[config.mk]
export PLATFORM = sky130hd
export DESIGN_NAME = synth_cfg_if
export DESIGN_NICKNAME = d
export VERILOG_FILES = /design/src/rtl/synth_cfg_pkg.sv /design/src/rtl/cfg_sync_chain.sv /design/src/rtl/cfg_edge_det.sv /design/src/rtl/cfg_shifter.sv /design/src/rtl/cfg_commit.sv /design/src/rtl/synth_cfg_if.sv
export SDC_FILE = /design/constraint.sdc
export NUM_CORES = 1
export LEC_CHECK = 0
export ABC_AREA = 1
export BUFFER_PORTS_ARGS = -buffer_cell sky130_fd_sc_hd__buf_2
export CAP_MARGIN = 0
export CORE_MARGIN = 5
export CORE_UTILIZATION = 25
export CTS_CLUSTER_SIZE = 8
export DETAILED_ROUTE_END_ITERATION = 10
export SLEW_MARGIN = 10
export SYNTH_ARGS = -nofsm -noshare
export SYNTH_HDL_FRONTEND = slang
export SYNTH_SLANG_ARGS = --single-unit
[constraint.sdc]
create_clock -name clk -period 1.7 [get_ports clk]
set_clock_uncertainty 0.15 [all_clocks]
set_input_delay 0.085 -clock clk [delete_from_list [all_inputs] [get_ports clk]]
set_output_delay 0.085 -clock clk [all_outputs]
set_load 0.01 [all_outputs]
[src/rtl/synth_cfg_pkg.sv]
// Package: shared widths, reset values and the settings record for the
// synthesizer configuration block. Assumes the word layout T, N, M from
// the most significant end.
package synth_cfg_pkg;
    localparam int LOOP_W  = 9;
    localparam int OSEL_W  = 2;
    localparam int TSEL_W  = 3;
    localparam int WORD_W  = LOOP_W + OSEL_W + TSEL_W;
    localparam int RATIO_W = 1 << OSEL_W;
    localparam int SYNC_STAGES = 2;

    localparam logic [LOOP_W-1:0] LOOP_RST = LOOP_W'(200);
    localparam logic [OSEL_W-1:0] OSEL_RST = '0;
    localparam logic [TSEL_W-1:0] TSEL_RST = '0;

    // Settings record; packed order matches the serial word layout.
    typedef struct packed {
        logic [TSEL_W-1:0] tsel;
        logic [OSEL_W-1:0] osel;
        logic [LOOP_W-1:0] loop;
    } cfg_t;

    // Decode an output divide select into its ratio (power of two).
    function automatic logic [RATIO_W-1:0] ratio_of(input logic [OSEL_W-1:0] sel);
        logic [RATIO_W-1:0] r;
        r = '0;
        r[sel] = 1'b1;
        return r;
    endfunction
endpackage

[src/rtl/cfg_sync_chain.sv]
// Multi-stage level synchronizer for a vector of asynchronous inputs.
// Assumes each bit is independent; no coherence across bits is implied.
module cfg_sync_chain #(
    parameter int W      = 1,
    parameter int STAGES = 2
) (
    input  logic         clk,
    input  logic         rst_n,
    input  logic [W-1:0] d_i,
    output logic [W-1:0] q_o
);
    logic [W-1:0] stg [STAGES];

    // First stage samples the raw input.
    always_ff @(posedge clk) begin
        if (!rst_n) stg[0] <= '0;
        else        stg[0] <= d_i;
    end

    // Remaining stages form the resolution chain.
    for (genvar s = 1; s < STAGES; s++) begin : g_stage
        always_ff @(posedge clk) begin
            if (!rst_n) stg[s] <= '0;
            else        stg[s] <= stg[s-1];
        end
    end

    assign q_o = stg[STAGES-1];
endmodule

[src/rtl/cfg_edge_det.sv]
// Synchronizes one asynchronous strobe and flags one chosen edge of it.
// RISING=1 flags low-to-high, RISING=0 flags high-to-low. The edge flag
// is combinational from registers and lasts one clock cycle.
module cfg_edge_det #(
    parameter int STAGES = 2,
    parameter bit RISING = 1'b1
) (
    input  logic clk,
    input  logic rst_n,
    input  logic pin_i,
    output logic lvl_o,
    output logic edge_o
);
    logic lvl;
    logic prev;

    cfg_sync_chain #(.W(1), .STAGES(STAGES)) u_sync (
        .clk  (clk),
        .rst_n(rst_n),
        .d_i  (pin_i),
        .q_o  (lvl)
    );

    // Remember the previous synchronized level for edge comparison.
    always_ff @(posedge clk) begin
        if (!rst_n) prev <= 1'b0;
        else        prev <= lvl;
    end

    if (RISING) begin : g_rise
        assign edge_o = lvl & ~prev;
    end else begin : g_fall
        assign edge_o = ~lvl & prev;
    end

    assign lvl_o = lvl;

    AST_EDGE_SINGLE: assert property (@(posedge clk) disable iff (!rst_n)
        edge_o |=> !edge_o);
endmodule

[src/rtl/cfg_shifter.sv]
// Serial configuration shifter. Moves left one place per detected shift
// clock rise and takes the synchronized data bit into bit 0. Assumes the
// data bit went through the same synchronizer depth as the shift clock.
module cfg_shifter
    import synth_cfg_pkg::*;
(
    input  logic              clk,
    input  logic              rst_n,
    input  logic              shift_i,
    input  logic              sclk_lvl_i,
    input  logic              din_i,
    output logic [WORD_W-1:0] word_o
);
    logic [WORD_W-1:0] sreg;

    // Shift on each detected rising shift clock edge.
    always_ff @(posedge clk) begin
        if (!rst_n)       sreg <= '0;
        else if (shift_i) sreg <= {sreg[WORD_W-2:0], din_i};
    end

    assign word_o = sreg;

    AST_SHIFT_STEP: assert property (@(posedge clk) disable iff (!rst_n)
        shift_i |=> word_o == {$past(word_o[WORD_W-2:0]), $past(din_i)});
    AST_SHIFT_HOLD: assert property (@(posedge clk) disable iff (!rst_n)
        !shift_i |=> $stable(word_o));
    AST_SHIFT_LEVEL: assert property (@(posedge clk) disable iff (!rst_n)
        shift_i |-> sclk_lvl_i);
endmodule

[src/rtl/cfg_commit.sv]
// Settings register with two gated load paths. The parallel path loads
// the divide value and select on a parallel strobe rise while the serial
// strobe is low. The serial path loads the whole word on a serial strobe
// fall while the parallel strobe is high. Parallel wins when both fire.
module cfg_commit
    import synth_cfg_pkg::*;
(
    input  logic               clk,
    input  logic               rst_n,
    input  logic               par_rise_i,
    input  logic               par_lvl_i,
    input  logic               ser_fall_i,
    input  logic               ser_lvl_i,
    input  logic [LOOP_W-1:0]  par_loop_i,
    input  logic [OSEL_W-1:0]  par_osel_i,
    input  logic [WORD_W-1:0]  word_i,
    output cfg_t               cfg_o,
    output logic               upd_o,
    output logic [RATIO_W-1:0] ratio_o
);
    logic par_fire;
    logic ser_fire;
    cfg_t cfg_q;
    cfg_t cfg_d;

    // Each path is gated by the other path's strobe level.
    always_comb begin
        par_fire = par_rise_i & ~ser_lvl_i;
        ser_fire = ser_fall_i &  par_lvl_i;
    end

    // Next settings: the parallel path has priority over the serial path.
    always_comb begin
        cfg_d = cfg_q;
        if (par_fire) begin
            cfg_d.loop = par_loop_i;
            cfg_d.osel = par_osel_i;
        end else if (ser_fire) begin
            cfg_d = cfg_t'(word_i);
        end
    end

    // Settings register and update pulse.
    always_ff @(posedge clk) begin
        if (!rst_n) begin
            cfg_q <= '{tsel: TSEL_RST, osel: OSEL_RST, loop: LOOP_RST};
            upd_o <= 1'b0;
        end else begin
            cfg_q <= cfg_d;
            upd_o <= par_fire | ser_fire;
        end
    end

    assign cfg_o   = cfg_q;
    assign ratio_o = ratio_of(cfg_q.osel);

    AST_PAR_LOAD: assert property (@(posedge clk) disable iff (!rst_n)
        par_fire |=> cfg_o.loop == $past(par_loop_i) && cfg_o.osel == $past(par_osel_i));
    AST_PAR_KEEPS_T: assert property (@(posedge clk) disable iff (!rst_n)
        par_fire |=> $stable(cfg_o.tsel));
    AST_SER_LOAD: assert property (@(posedge clk) disable iff (!rst_n)
        (ser_fire && !par_fire) |=> cfg_o == $past(word_i));
    AST_NO_LOAD_HOLD: assert property (@(posedge clk) disable iff (!rst_n)
        !(par_fire || ser_fire) |=> $stable(cfg_o) && !upd_o);
    AST_UPD_PULSE: assert property (@(posedge clk) disable iff (!rst_n)
        (par_fire || ser_fire) |=> upd_o);
    AST_RATIO_ONEHOT: assert property (@(posedge clk) disable iff (!rst_n)
        $countones(ratio_o) == 1);
endmodule

[src/rtl/synth_cfg_if.sv]
// Top of the synthesizer configuration block. Synchronizes the strobes,
// the shift clock and the serial data; detects the edge each path acts
// on; shifts the serial word; and arbitrates the two load paths into the
// settings register. Assumes the parallel pins are stable around a
// parallel strobe rise.
module synth_cfg_if
    import synth_cfg_pkg::*;
(
    input  logic               clk,
    input  logic               rst_n,
    input  logic               par_strobe_i,
    input  logic [LOOP_W-1:0]  par_loop_i,
    input  logic [OSEL_W-1:0]  par_osel_i,
    input  logic               ser_clk_i,
    input  logic               ser_din_i,
    input  logic               ser_commit_i,
    output logic [LOOP_W-1:0]  loop_div_o,
    output logic [OSEL_W-1:0]  osel_o,
    output logic [TSEL_W-1:0]  tsel_o,
    output logic [RATIO_W-1:0] div_ratio_o,
    output logic               cfg_upd_o
);
    logic              par_lvl, par_rise;
    logic              ser_lvl, ser_fall;
    logic              sclk_lvl, sclk_rise;
    logic              din_sync;
    logic [WORD_W-1:0] word;
    cfg_t              cfg;

    cfg_edge_det #(.STAGES(SYNC_STAGES), .RISING(1'b1)) u_par_edge (
        .clk(clk), .rst_n(rst_n), .pin_i(par_strobe_i),
        .lvl_o(par_lvl), .edge_o(par_rise)
    );

    cfg_edge_det #(.STAGES(SYNC_STAGES), .RISING(1'b0)) u_ser_edge (
        .clk(clk), .rst_n(rst_n), .pin_i(ser_commit_i),
        .lvl_o(ser_lvl), .edge_o(ser_fall)
    );

    cfg_edge_det #(.STAGES(SYNC_STAGES), .RISING(1'b1)) u_sclk_edge (
        .clk(clk), .rst_n(rst_n), .pin_i(ser_clk_i),
        .lvl_o(sclk_lvl), .edge_o(sclk_rise)
    );

    cfg_sync_chain #(.W(1), .STAGES(SYNC_STAGES)) u_din_sync (
        .clk(clk), .rst_n(rst_n), .d_i(ser_din_i), .q_o(din_sync)
    );

    cfg_shifter u_shift (
        .clk(clk), .rst_n(rst_n), .shift_i(sclk_rise),
        .sclk_lvl_i(sclk_lvl), .din_i(din_sync), .word_o(word)
    );

    cfg_commit u_commit (
        .clk(clk), .rst_n(rst_n),
        .par_rise_i(par_rise), .par_lvl_i(par_lvl),
        .ser_fall_i(ser_fall), .ser_lvl_i(ser_lvl),
        .par_loop_i(par_loop_i), .par_osel_i(par_osel_i),
        .word_i(word), .cfg_o(cfg), .upd_o(cfg_upd_o), .ratio_o(div_ratio_o)
    );

    assign loop_div_o = cfg.loop;
    assign osel_o     = cfg.osel;
    assign tsel_o     = cfg.tsel;

    AST_PAR_BLOCKED: assert property (@(posedge clk) disable iff (!rst_n)
        (par_rise && ser_lvl && !ser_fall) |=> !cfg_upd_o);
    AST_BOTH_PAR_WINS: assert property (@(posedge clk) disable iff (!rst_n)
        (par_rise && !ser_lvl && ser_fall && par_lvl) |=> loop_div_o == $past(par_loop_i));
endmodule

==> key figures, run 1 <==
Floorplanning
  – Initial core utilization: 25.70%
  – Die X: 88.01 um
  – # rows: 28
  – Die Area: 0.007746 mm2
  – Top Ports: 36
  – Core Footprint: 0.005921 mm2
  – Die height: 88.01 um

Synthesis
  – Synthesized area per cell: 7.458 um2
  – Netlist Area Pre-Place: 0.001521 mm2
  – Adder-cell share of the synthesized area: 0%
  – Largest cells by area after synthesis: dfxtp_1 53%, nor2_1 9.6%, nand2_1 8.4%, inv_1 7.2%, nand3_1 6.6%
  – Most instantiated cells after synthesis: 40 x dfxtp_1, 39 x nor2_1, 34 x nand2_1, 29 x inv_1, 20 x nand3_1
  – Syn nets: 221
  – Post-Synth Simple-Gate Area: 30.35%
  – Share of flip-flops with an asynchronous set or reset: 0%
  – Compound-gate portion of the synthesized area: 6.908%
  – Dominant cell type by area after synthesis: dfxtp_1
  – Mux contribution to synthesized area: 0%
  – XOR/XNOR Fraction of Synth Area: 0%
  – FF+latch count, synth: 40
  – Gate Count Post-Synth: 204
  – Post-synth EDFFs: 0
  – Most frequent cell after synthesis: dfxtp_1
  – Synth Warn #: 0
  – Area share of the largest cell type after synthesis: 52.63%
  – Post-synth top flop: dfxtp_1
  – Post-synthesis cell type count: 16
  – Largest family of logic cells by synthesized area: simple AND/OR/NAND/NOR gates
  – Register area share after synthesis: 52.63%

STA
  – Final Worst Setup Slack: 224.6 ps
  – RSZ-0062 raised after global routing: false
  – Max Slew Vio Count: 0
  – Tcrit/Tclk final: 86.79%
  – Crit path time final: 1475 ps
  – Max-slew headroom: 70.23%
  – TNS Setup: 0 ps
  – Final hold violations: 0
  – Min Hold Slack: 92.64 ps
  – Max Freq: 677.8 MHz
  – Final setup viols: 0
  – Least-Margin Pin Slew: 446.6 ps

Placement
  – Hpwl dp: 2.292 mm
  – Placed cells: 309
  – # port buffers: 35
  – Post-DP Area: 0.001775 mm2
  – RePlAce Congestion: 0.7206
  – Worst slack at placement: 258.0 ps

Power
  – Sequential power share: 55.7%
  – Net Sw Frac: 23.12%
  – LEAKAGE: 1.077 nW
  – Overall power: 1.794 mW
  – Gate power share: 8.5%
  – Pwr dens: 888.3 mW/mm2
  – Clock power frac: 35.8%
  – Worst vdd ir: 455.7 uV
  – Pint: 1.379 mW
  – Psw: 414.7 uW

Clock tree
  – Clock Tree Buf Depth: 2
  – Total CTS buffers: 5
  – Cts repair resizes: 0
  – CTS sink cnt: 40
  – CTS H-tree lvls: 2
  – # hold bufs at CTS: 15
  – Clk root buf: clkbuf_8
  – CTS tree: done
  – Worst skew pair latency: 280 ps
  – Post-CTS Setup Bufs: 0
  – Clock slew at reported path FFs: 70 ps

Global route
  – Grt total ovfl: 0
  – GR Layer Usage met3: 2.822%
  – First-pass GRT wire length: 5.713 mm
  – Gr usage total: 9.258%
  – Met1 Usage GRT: 12.17%
  – Via count of the first global-routing pass: 1310
  – Met2 global-route usage: 14.59%
  – Initial antenna violation count: 0
  – Top Usage Layer GRT: met2
  – Largest net degree at the start of global routing: 30

Route
  – # DRC: 0
  – Antenna Violating Nets Remaining: 0
  – Routed WL per cell: 9.967 um
  – Vias: 1364
  – 1st-iter DRT viols: 81
  – Via/cell ratio: 4.108
  – Detailed Routing Iterations Pass 1: 4
  – DRT Wirelength: 3.309 mm

Outcome
  – Status: completed

Worst setup path
  – Startpoint class of the critical path: flop
  – Critical path origin: u_par_edge.prev$_SDFF_PN0_
  – Nature of the critical path endpoint: flop
  – CP arrival: 1550 ps
  – Worst path required time: 1780 ps
  – Crit Path Category: reg2reg
  – Worst r2r src: u_par_edge.prev$_SDFF_PN0_
  – CP Max Fanout: 10

Cells and area
  – Post-layout util: 34.11%
  – Area Overhead vs Synth: 32.73%
  – Layout cells sized above 1: 19.46%
  – FILL cells: 631
  – Final std cells w/o fill: 332
  – Final Instance Area: 0.002019 mm2
  – Ant diodes: 0
  – Final nets: 273

Min path
  – Hold Path Class: in2reg
  – Hold path start: rst_n

Flow run
  – Max-cap violations: 0
power groups by stage:
stage / clock, mW / sequential, mW / combinational [mW]
finish: 0.641 / 1.00 / 0.153
global route: 0.713 / 1.00 / 0.178
CTS: 0.670 / 0.999 / 0.155
detailed placement: 0 / 1.02 / 0.128
global placement: 0 / 1.02 / 0.126
floorplan: 0 / 1.02 / 0.0786
registers in the layout (all words and copies together), names as in the netlist:
name / count
u_commit.cfg_o: 14
u_ser_edge.u_sync.stg: 2
u_sclk_edge.prev: 1
u_commit.upd_o: 1
u_ser_edge.prev: 1
u_din_sync.stg: 2
u_sclk_edge.u_sync.stg: 2
u_par_edge.prev: 1
u_shift.word_o: 14
u_par_edge.u_sync.stg: 2
worst paths after layout:
| check | end | slack (ps) | cells after the start |
|---|---|---|---|
| setup reg to reg | u_commit.cfg_o[0]$_SDFFE_PN0P_ | 220 | 6 |
| setup / recovery | u_commit.cfg_o[0]$_SDFFE_PN0P_ | 220 | 6 |
| hold reg to reg | u_ser_edge.u_sync.stg[1]$_DFF_P_ | 260 | 2 |
| hold / removal | u_par_edge.prev$_SDFF_PN0_ | 90 | 3 |
metal layers:
layer | vias to the layer above | wire length [um]
li1 | 739 | -
met1 | 595 | 1595
met2 | 26 | 1520
met3 | 4 | 165
met4 | 0 | 28
met5 | - | 0
cells by family (layout without fill, tap and decap cells):
group | after synthesis | after routing
DFF | 40 | 40
buffers and inverters | 38 | 91
AOI/OAI and AO/OA | 21 | 21
and+or+nand+nor | 105 | 105
cell type report:
| cell class | instances | area (um2) | area share [%] |
|---|---|---|---|
| clock buffers | 7 | 86.33 | 4.275 |
| clock inverters | 1 | 7.507 | 0.3717 |
| inverters | 29 | 108.9 | 5.390 |
| multi-input cells | 126 | 566.8 | 28.07 |
| flip-flops and latches | 40 | 800.8 | 39.65 |
| well taps | 75 | 93.84 | 4.647 |
| repair buffers | 54 | 355.3 | 17.60 |
placed cells by master, fill, tap and decap left out:
cell and instances:
a21oi_1 3, clkinvlp_4 1, nor3_2 1, nand3_1 20, buf_4 4, clkbuf_8 6
nor2_4 1, nor2_1 39, o21ai_1 1, nor2_2 1, inv_1 29, nand3_2 1
clkbuf_1 1, buf_2 35, dlygate4sd3_1 15, dfxtp_1 40, nand2_1 34, o21ai_0 17
nand4_1 8
critical path, cell delays in order (launching register included):
cell,delay [ps]
dfxtp_1,520
inv_1,160
nand3_1,270
nand3_1,110
nand3_1,90
nand2_1,50
inv_1,60
(Power assumes the default switching activity.)
==> run 2: changes to the inputs <==
--- a/config.mk
+++ b/config.mk
@@ -12,6 +12,7 @@
 export CORE_UTILIZATION = 25
 export CTS_CLUSTER_SIZE = 8
 export DETAILED_ROUTE_END_ITERATION = 10
+export REMOVE_ABC_BUFFERS = 1
 export SLEW_MARGIN = 10
 export SYNTH_ARGS = -nofsm -noshare
 export SYNTH_HDL_FRONTEND = slang
==> run 2 against run 1 <==
Wire length grew 1.4%. Register-to-register slack about the same. Cell count rose by 0.30%. Total power decreased by 0.27%. Clock power decreased by 1%. First-iteration DRC count rose by 14%. Worst hold slack got worse by 55 ps. Via count up 1.2%. Combinational power about the same. Sequential share of layout area fell by 0.12 points. Critical endpoint is now u_commit.cfg_o[4]$_SDFFE_PN0P_. Largest power group unchanged. Highest routed layer unchanged.
==> key figures, run 2 (same netlist as run 1, synthesis figures left out) <==
Global route
  – Via count of the first global-routing pass: 1280
  – Initial antenna violation count: 0
  – Grt total ovfl: 0
  – Largest net degree at the start of global routing: 20
  – First-pass GRT wire length: 5.499 mm
  – Gr usage total: 9.140%

Clock tree
  – CTS sink cnt: 40
  – Worst skew pair latency: 290 ps
  – Total CTS buffers: 5
  – Clock Tree Buf Depth: 2
  – Clock slew at reported path FFs: 70 ps
  – Clk root buf: clkbuf_8
  – CTS tree: done
  – CTS H-tree lvls: 2

Worst setup path
  – CP cell instances: inv_1 > nand3_1 > nand3_1 > nand3_1 > nand2_1 > inv_1
  – Kind of cell adding the most delay to the critical path: simple AND/OR/NAND/NOR gates
  – Buf+Inv Stages, Crit Path: 2
  – Crit Path Category: reg2reg
  – CP arrival: 1580 ps
  – CP max stage delay: 530 ps
  – CP Max Fanout: 10
  – Startpoint class of the critical path: flop
  – Nature of the critical path endpoint: flop
  – CP most frequent cell: nand3_1
  – Slowest CP cell: dfxtp_1
  – Worst path required time: 1790 ps

Cells and area
  – Final std cells w/o fill: 333
  – Most frequent cells in the layout: 40 x dfxtp_1, 39 x nor2_1, 35 x buf_2
  – FILL cells: 632
  – Area Overhead vs Synth: 33.14%
  – Ant diodes: 0
  – Commonest non-fill, non-tap cell in the layout: dfxtp_1
  – Final Instance Area: 0.002026 mm2
  – Layout cells sized above 1: 20.16%
  – Final nets: 274

STA
  – Least-Margin Pin Slew: 419.5 ps
  – TNS Setup: 0 ps
  – RSZ-0062 raised after global routing: false
  – Final setup viols: 0
  – Crit path time final: 1488 ps
  – Final hold violations: 0
  – Tcrit/Tclk final: 87.52%
  – Max Freq: 672.1 MHz
  – Max-slew headroom: 72.00%
  – Max Slew Vio Count: 0

Floorplanning
  – Die height: 88.01 um
  – Top Ports: 36
  – Die X: 88.01 um
  – # rows: 28
  – Core Footprint: 0.005921 mm2
  – Die Area: 0.007746 mm2
  – Initial core utilization: 25.70%

Route
  – 1st-iter DRT viols: 92
  – Antenna Violating Nets Remaining: 0
  – DRT Wirelength: 3.354 mm
  – Via/cell ratio: 4.144
  – Routed WL per cell: 10.07 um
  – # DRC: 0
  – Vias: 1380
  – Detailed Routing Iterations Pass 1: 4

Placement
  – Placed cells: 310
  – Hpwl dp: 2.384 mm
  – Post-DP Area: 0.001783 mm2
  – RePlAce Congestion: 0.7529
  – # port buffers: 35

Power
  – LEAKAGE: 1.089 nW
  – Net Sw Frac: 23.18%
  – Pwr dens: 883.1 mW/mm2
  – Gate power share: 8.7%
  – Worst vdd ir: 410.2 uV
  – Psw: 414.6 uW
  – Clock power frac: 35.4%
  – Pint: 1.374 mW
  – Sequential power share: 55.9%

Min path
  – Hold Path Class: in2reg

Flow run
  – Max-cap violations: 0

Outcome
  – Status: completed
## run 2: cell types whose count changed in the layout (fill, tap and decap cells not counted), sizes merged
cell,change
clkinvlp,-1
buf,+1
clkinv,+2
clkbuf,-1
## run 2: power by group through the flow
stage / clock, mW / sequential [mW] / combinational, mW
finish: 0.633 / 1.00 / 0.156
global route: 0.704 / 1.00 / 0.178
CTS: 0.669 / 0.999 / 0.157
detailed placement: 0 / 1.02 / 0.130
global placement: 0 / 1.02 / 0.128
floorplan: 0 / 1.02 / 0.0628
## run 2: final timing paths
path / cells past startpoint / startpoint / slack, ps / end
worst min-delay path: 3 / rst_n / 40 / u_shift.word_o[3]$_SDFFE_PN0P_
worst min register to register: 2 / u_sclk_edge.u_sync.stg[0]$_DFF_P_ / 260 / u_sclk_edge.u_sync.stg[1]$_DFF_P_
worst max register to register: 6 / u_par_edge.prev$_SDFF_PN0_ / 210 / u_commit.cfg_o[4]$_SDFFE_PN0P_
worst max-delay path: 6 / u_par_edge.prev$_SDFF_PN0_ / 210 / u_commit.cfg_o[4]$_SDFFE_PN0P_
## run 2: routing by layer
layer	up-vias	part of all wire, %	GRT usage (%)
met5	-	0	0
met1	605	50	11.14
li1	745	-	-
met4	0	2.1	4.533
met3	8	5.3	3.104
met2	22	43	14.38
## run 2: layout make-up
cell class	count	area (um2)	area share (%)
Timing Repair Buffer	55	362.8	17.91
Inverter	29	108.9	5.374
Clock buffer	6	82.58	4.077
Clock inverter	2	10.01	0.4941
Sequential cell	40	800.8	39.53
Multi-Input combinational cell	126	566.8	27.98
Tap cell	75	93.84	4.632
## run 2: repair_timing
| action | 4_1_cts | 5_1_grt |
|---|---|---|
| hold buffers | 15 | 0 |
| hold endpoints to repair | 15 | 0 |
| setup buffers | 0 | 0 |
| resized for setup | 0 | 0 |
## run 2: worst register-to-register path: cells and delay by family (launching register included)
family                 cells  cell delay, ps
flip-flops                 1             530
AND/OR/NAND/NOR            4             550
buffers and inverters      2             210
## run 2: per-stage QoR
step           util [%]  power, mW  hold WS, ps  setup WS [ps]
2_1_floorplan         -      1.084        28.45          257.1
3_3_place_gp      30.11      1.149        116.9          317.0
3_5_place_dp      30.11      1.151        120.2          272.2
4_1_cts           34.21      1.825        14.54          245.7
5_1_grt           34.21      1.886        37.47          75.49
6_report          34.21      1.789        37.67          212.1
==> run 3: changes to the inputs <==
--- a/config.mk
+++ b/config.mk
@@ -8,6 +8,7 @@
 export ABC_AREA = 1
 export BUFFER_PORTS_ARGS = -buffer_cell sky130_fd_sc_hd__buf_2
 export CAP_MARGIN = 0
+export CORE_ASPECT_RATIO = 0.9
 export CORE_MARGIN = 5
 export CORE_UTILIZATION = 25
 export CTS_CLUSTER_SIZE = 8
==> run 3 against run 2 <==
Clock power increased by 3.6%. Cell area increased by 0.43%. Utilization decreased by 0.38 points. Maximum frequency increased by 6.3%. Total power increased by 1.2%. Register-to-register slack improved by 90 ps. Non-clock buffer count increased by 1. Worst hold slack got worse by 11 ps. Sequential cell count unchanged. Sequential share of layout area decreased by 0.17 points. Global-route usage about the same.
==> key figures, run 3 (same netlist as run 1, synthesis figures left out) <==
Route
  – Vias: 1382
  – 1st-iter DRT viols: 62
  – DRT Wirelength: 3.338 mm
  – Antenna Violating Nets Remaining: 0
  – Routed WL per cell: 10.08 um
  – Detailed Routing Iterations Pass 1: 4
  – Via/cell ratio: 4.175
  – # DRC: 0

Floorplanning
  – Die Area: 0.007748 mm2
  – Die X: 92.23 um
  – Die height: 84.01 um
  – # rows: 27
  – Top Ports: 36
  – Core Footprint: 0.006013 mm2
  – Initial core utilization: 25.30%

Worst setup path
  – Startpoint class of the critical path: flop
  – CP arrival: 1440 ps
  – CP Max Fanout: 9
  – Reg2Reg Depth: 6
  – Worst path required time: 1740 ps
  – Nature of the critical path endpoint: flop
  – Crit Path Category: reg2reg

STA
  – Final setup viols: 0
  – Max Slew Vio Count: 0
  – TNS Setup: 0 ps
  – Least-Margin Pin Slew: 423.2 ps
  – Max-slew headroom: 71.76%
  – Final hold violations: 0
  – RSZ-0062 raised after global routing: false
  – Tcrit/Tclk final: 82.35%
  – Crit path time final: 1400 ps
  – Max Freq: 714.3 MHz

Power
  – Worst vdd ir: 441.5 uV
  – Gate power share: 8.7%
  – Overall power: 1.811 mW
  – Net Sw Frac: 23.82%
  – Pint: 1.379 mW
  – Clock power frac: 36.2%
  – Pwr dens: 890.1 mW/mm2
  – Psw: 431.4 uW
  – Sequential power share: 55.1%
  – LEAKAGE: 1.087 nW

Cells and area
  – Most frequent cells in the layout: 40 x dfxtp_1, 39 x nor2_1, 35 x buf_2
  – Ant diodes: 0
  – Area Overhead vs Synth: 33.72%
  – Commonest non-fill, non-tap cell in the layout: dfxtp_1
  – Layout cells sized above 1: 20.46%
  – Final nets: 275

Clock tree
  – Post-CTS Setup Bufs: 0
  – Clock Tree Buf Depth: 2
  – Clk root buf: clkbuf_8
  – # hold bufs at CTS: 15
  – CTS H-tree lvls: 2
  – Cts repair resizes: 0
  – Total CTS buffers: 5
  – CTS tree: done
  – Clock slew at reported path FFs: 80 ps
  – CTS sink cnt: 40
  – Worst skew pair latency: 290 ps

Min path
  – Hold Path Class: in2reg
  – Hold Path Stages: 3

Global route
  – Initial antenna violation count: 0
  – Grt total ovfl: 0
  – First-pass GRT wire length: 5.740 mm
  – Largest net degree at the start of global routing: 24
  – Gr usage total: 9.096%
  – Via count of the first global-routing pass: 1295

Outcome
  – Status: completed

Placement
  – RePlAce Congestion: 0.7733
  – Hpwl dp: 2.363 mm
  – # port buffers: 35

Flow run
  – Max-cap violations: 0
run 3: cell count changes in the layout (fill, tap and decap cells not counted):
cell        delta
buf_4          +1
clkinv_2       -2
clkinvlp_4     +2
run 3: final timing paths:
check,from,endpoint,slack [ps]
max,u_ser_edge.u_sync.stg[1]$_DFF_P_,u_commit.cfg_o[13]$_SDFFE_PN0P_,300
min,rst_n,u_par_edge.u_sync.stg[0]$_DFF_P_,30
max reg2reg,u_ser_edge.u_sync.stg[1]$_DFF_P_,u_commit.cfg_o[13]$_SDFFE_PN0P_,300
min reg2reg,u_sclk_edge.u_sync.stg[0]$_DFF_P_,u_sclk_edge.u_sync.stg[1]$_DFF_P_,260
run 3: through the flow:
| stage | hold WS [ps] | cells | area (um2) | util [%] | worst slack, ps |
|---|---|---|---|---|---|
| final | 26.77 | 331 | 2034 | 33.83 | 300.0 |
| after global routing | 37.38 | 331 | 2034 | 33.83 | 140.1 |
| after CTS | 18.84 | 331 | 2034 | 33.83 | 300.8 |
| after detailed placement | 121.2 | 308 | 1787 | 29.71 | 316.3 |
| after global placement | 118.1 | 308 | 1787 | 29.71 | 391.7 |
| after floorplan | 28.45 | 195 | 1476 | - | 257.1 |
run 3: worst max-delay path: stages (launching register included):
cell and delay, ps:
dfxtp_1 350, inv_1 100, nand3_2 220, nor2_4 230, inv_1 90, nor2_1 110
nor2_1 50
run 3: layout make-up:
class / count / area (um2)
clock buffers: 6 / 82.58
clock inverters: 2 / 15.01
fillers: 634 / 3979
inverters: 29 / 108.9
multi-input cells: 126 / 566.8
flip-flops and latches: 40 / 800.8
well taps: 72 / 90.09
repair buffers: 56 / 370.4
run 3: per-layer routing:
| layer | vias to the layer above | GRT usage (%) | share of wire, % |
|---|---|---|---|
| met5 | - | 0 | 0 |
| met1 | 603 | 11.65 | 52 |
| met4 | 0 | 2.429 | 0 |
| li1 | 745 | - | - |
| met2 | 34 | 14.52 | 42 |
| met3 | 0 | 3.156 | 6.3 |
run 3: power by group through the flow:
stage          logic [mW]  registers [mW]  clock network, mW
5_1_grt             0.183            1.00              0.726
2_1_floorplan      0.0628            1.02                  0
3_5_place_dp        0.132            1.02                  0
6_report            0.157           0.998              0.656
4_1_cts             0.159           0.998              0.688
3_3_place_gp        0.130            1.02                  0
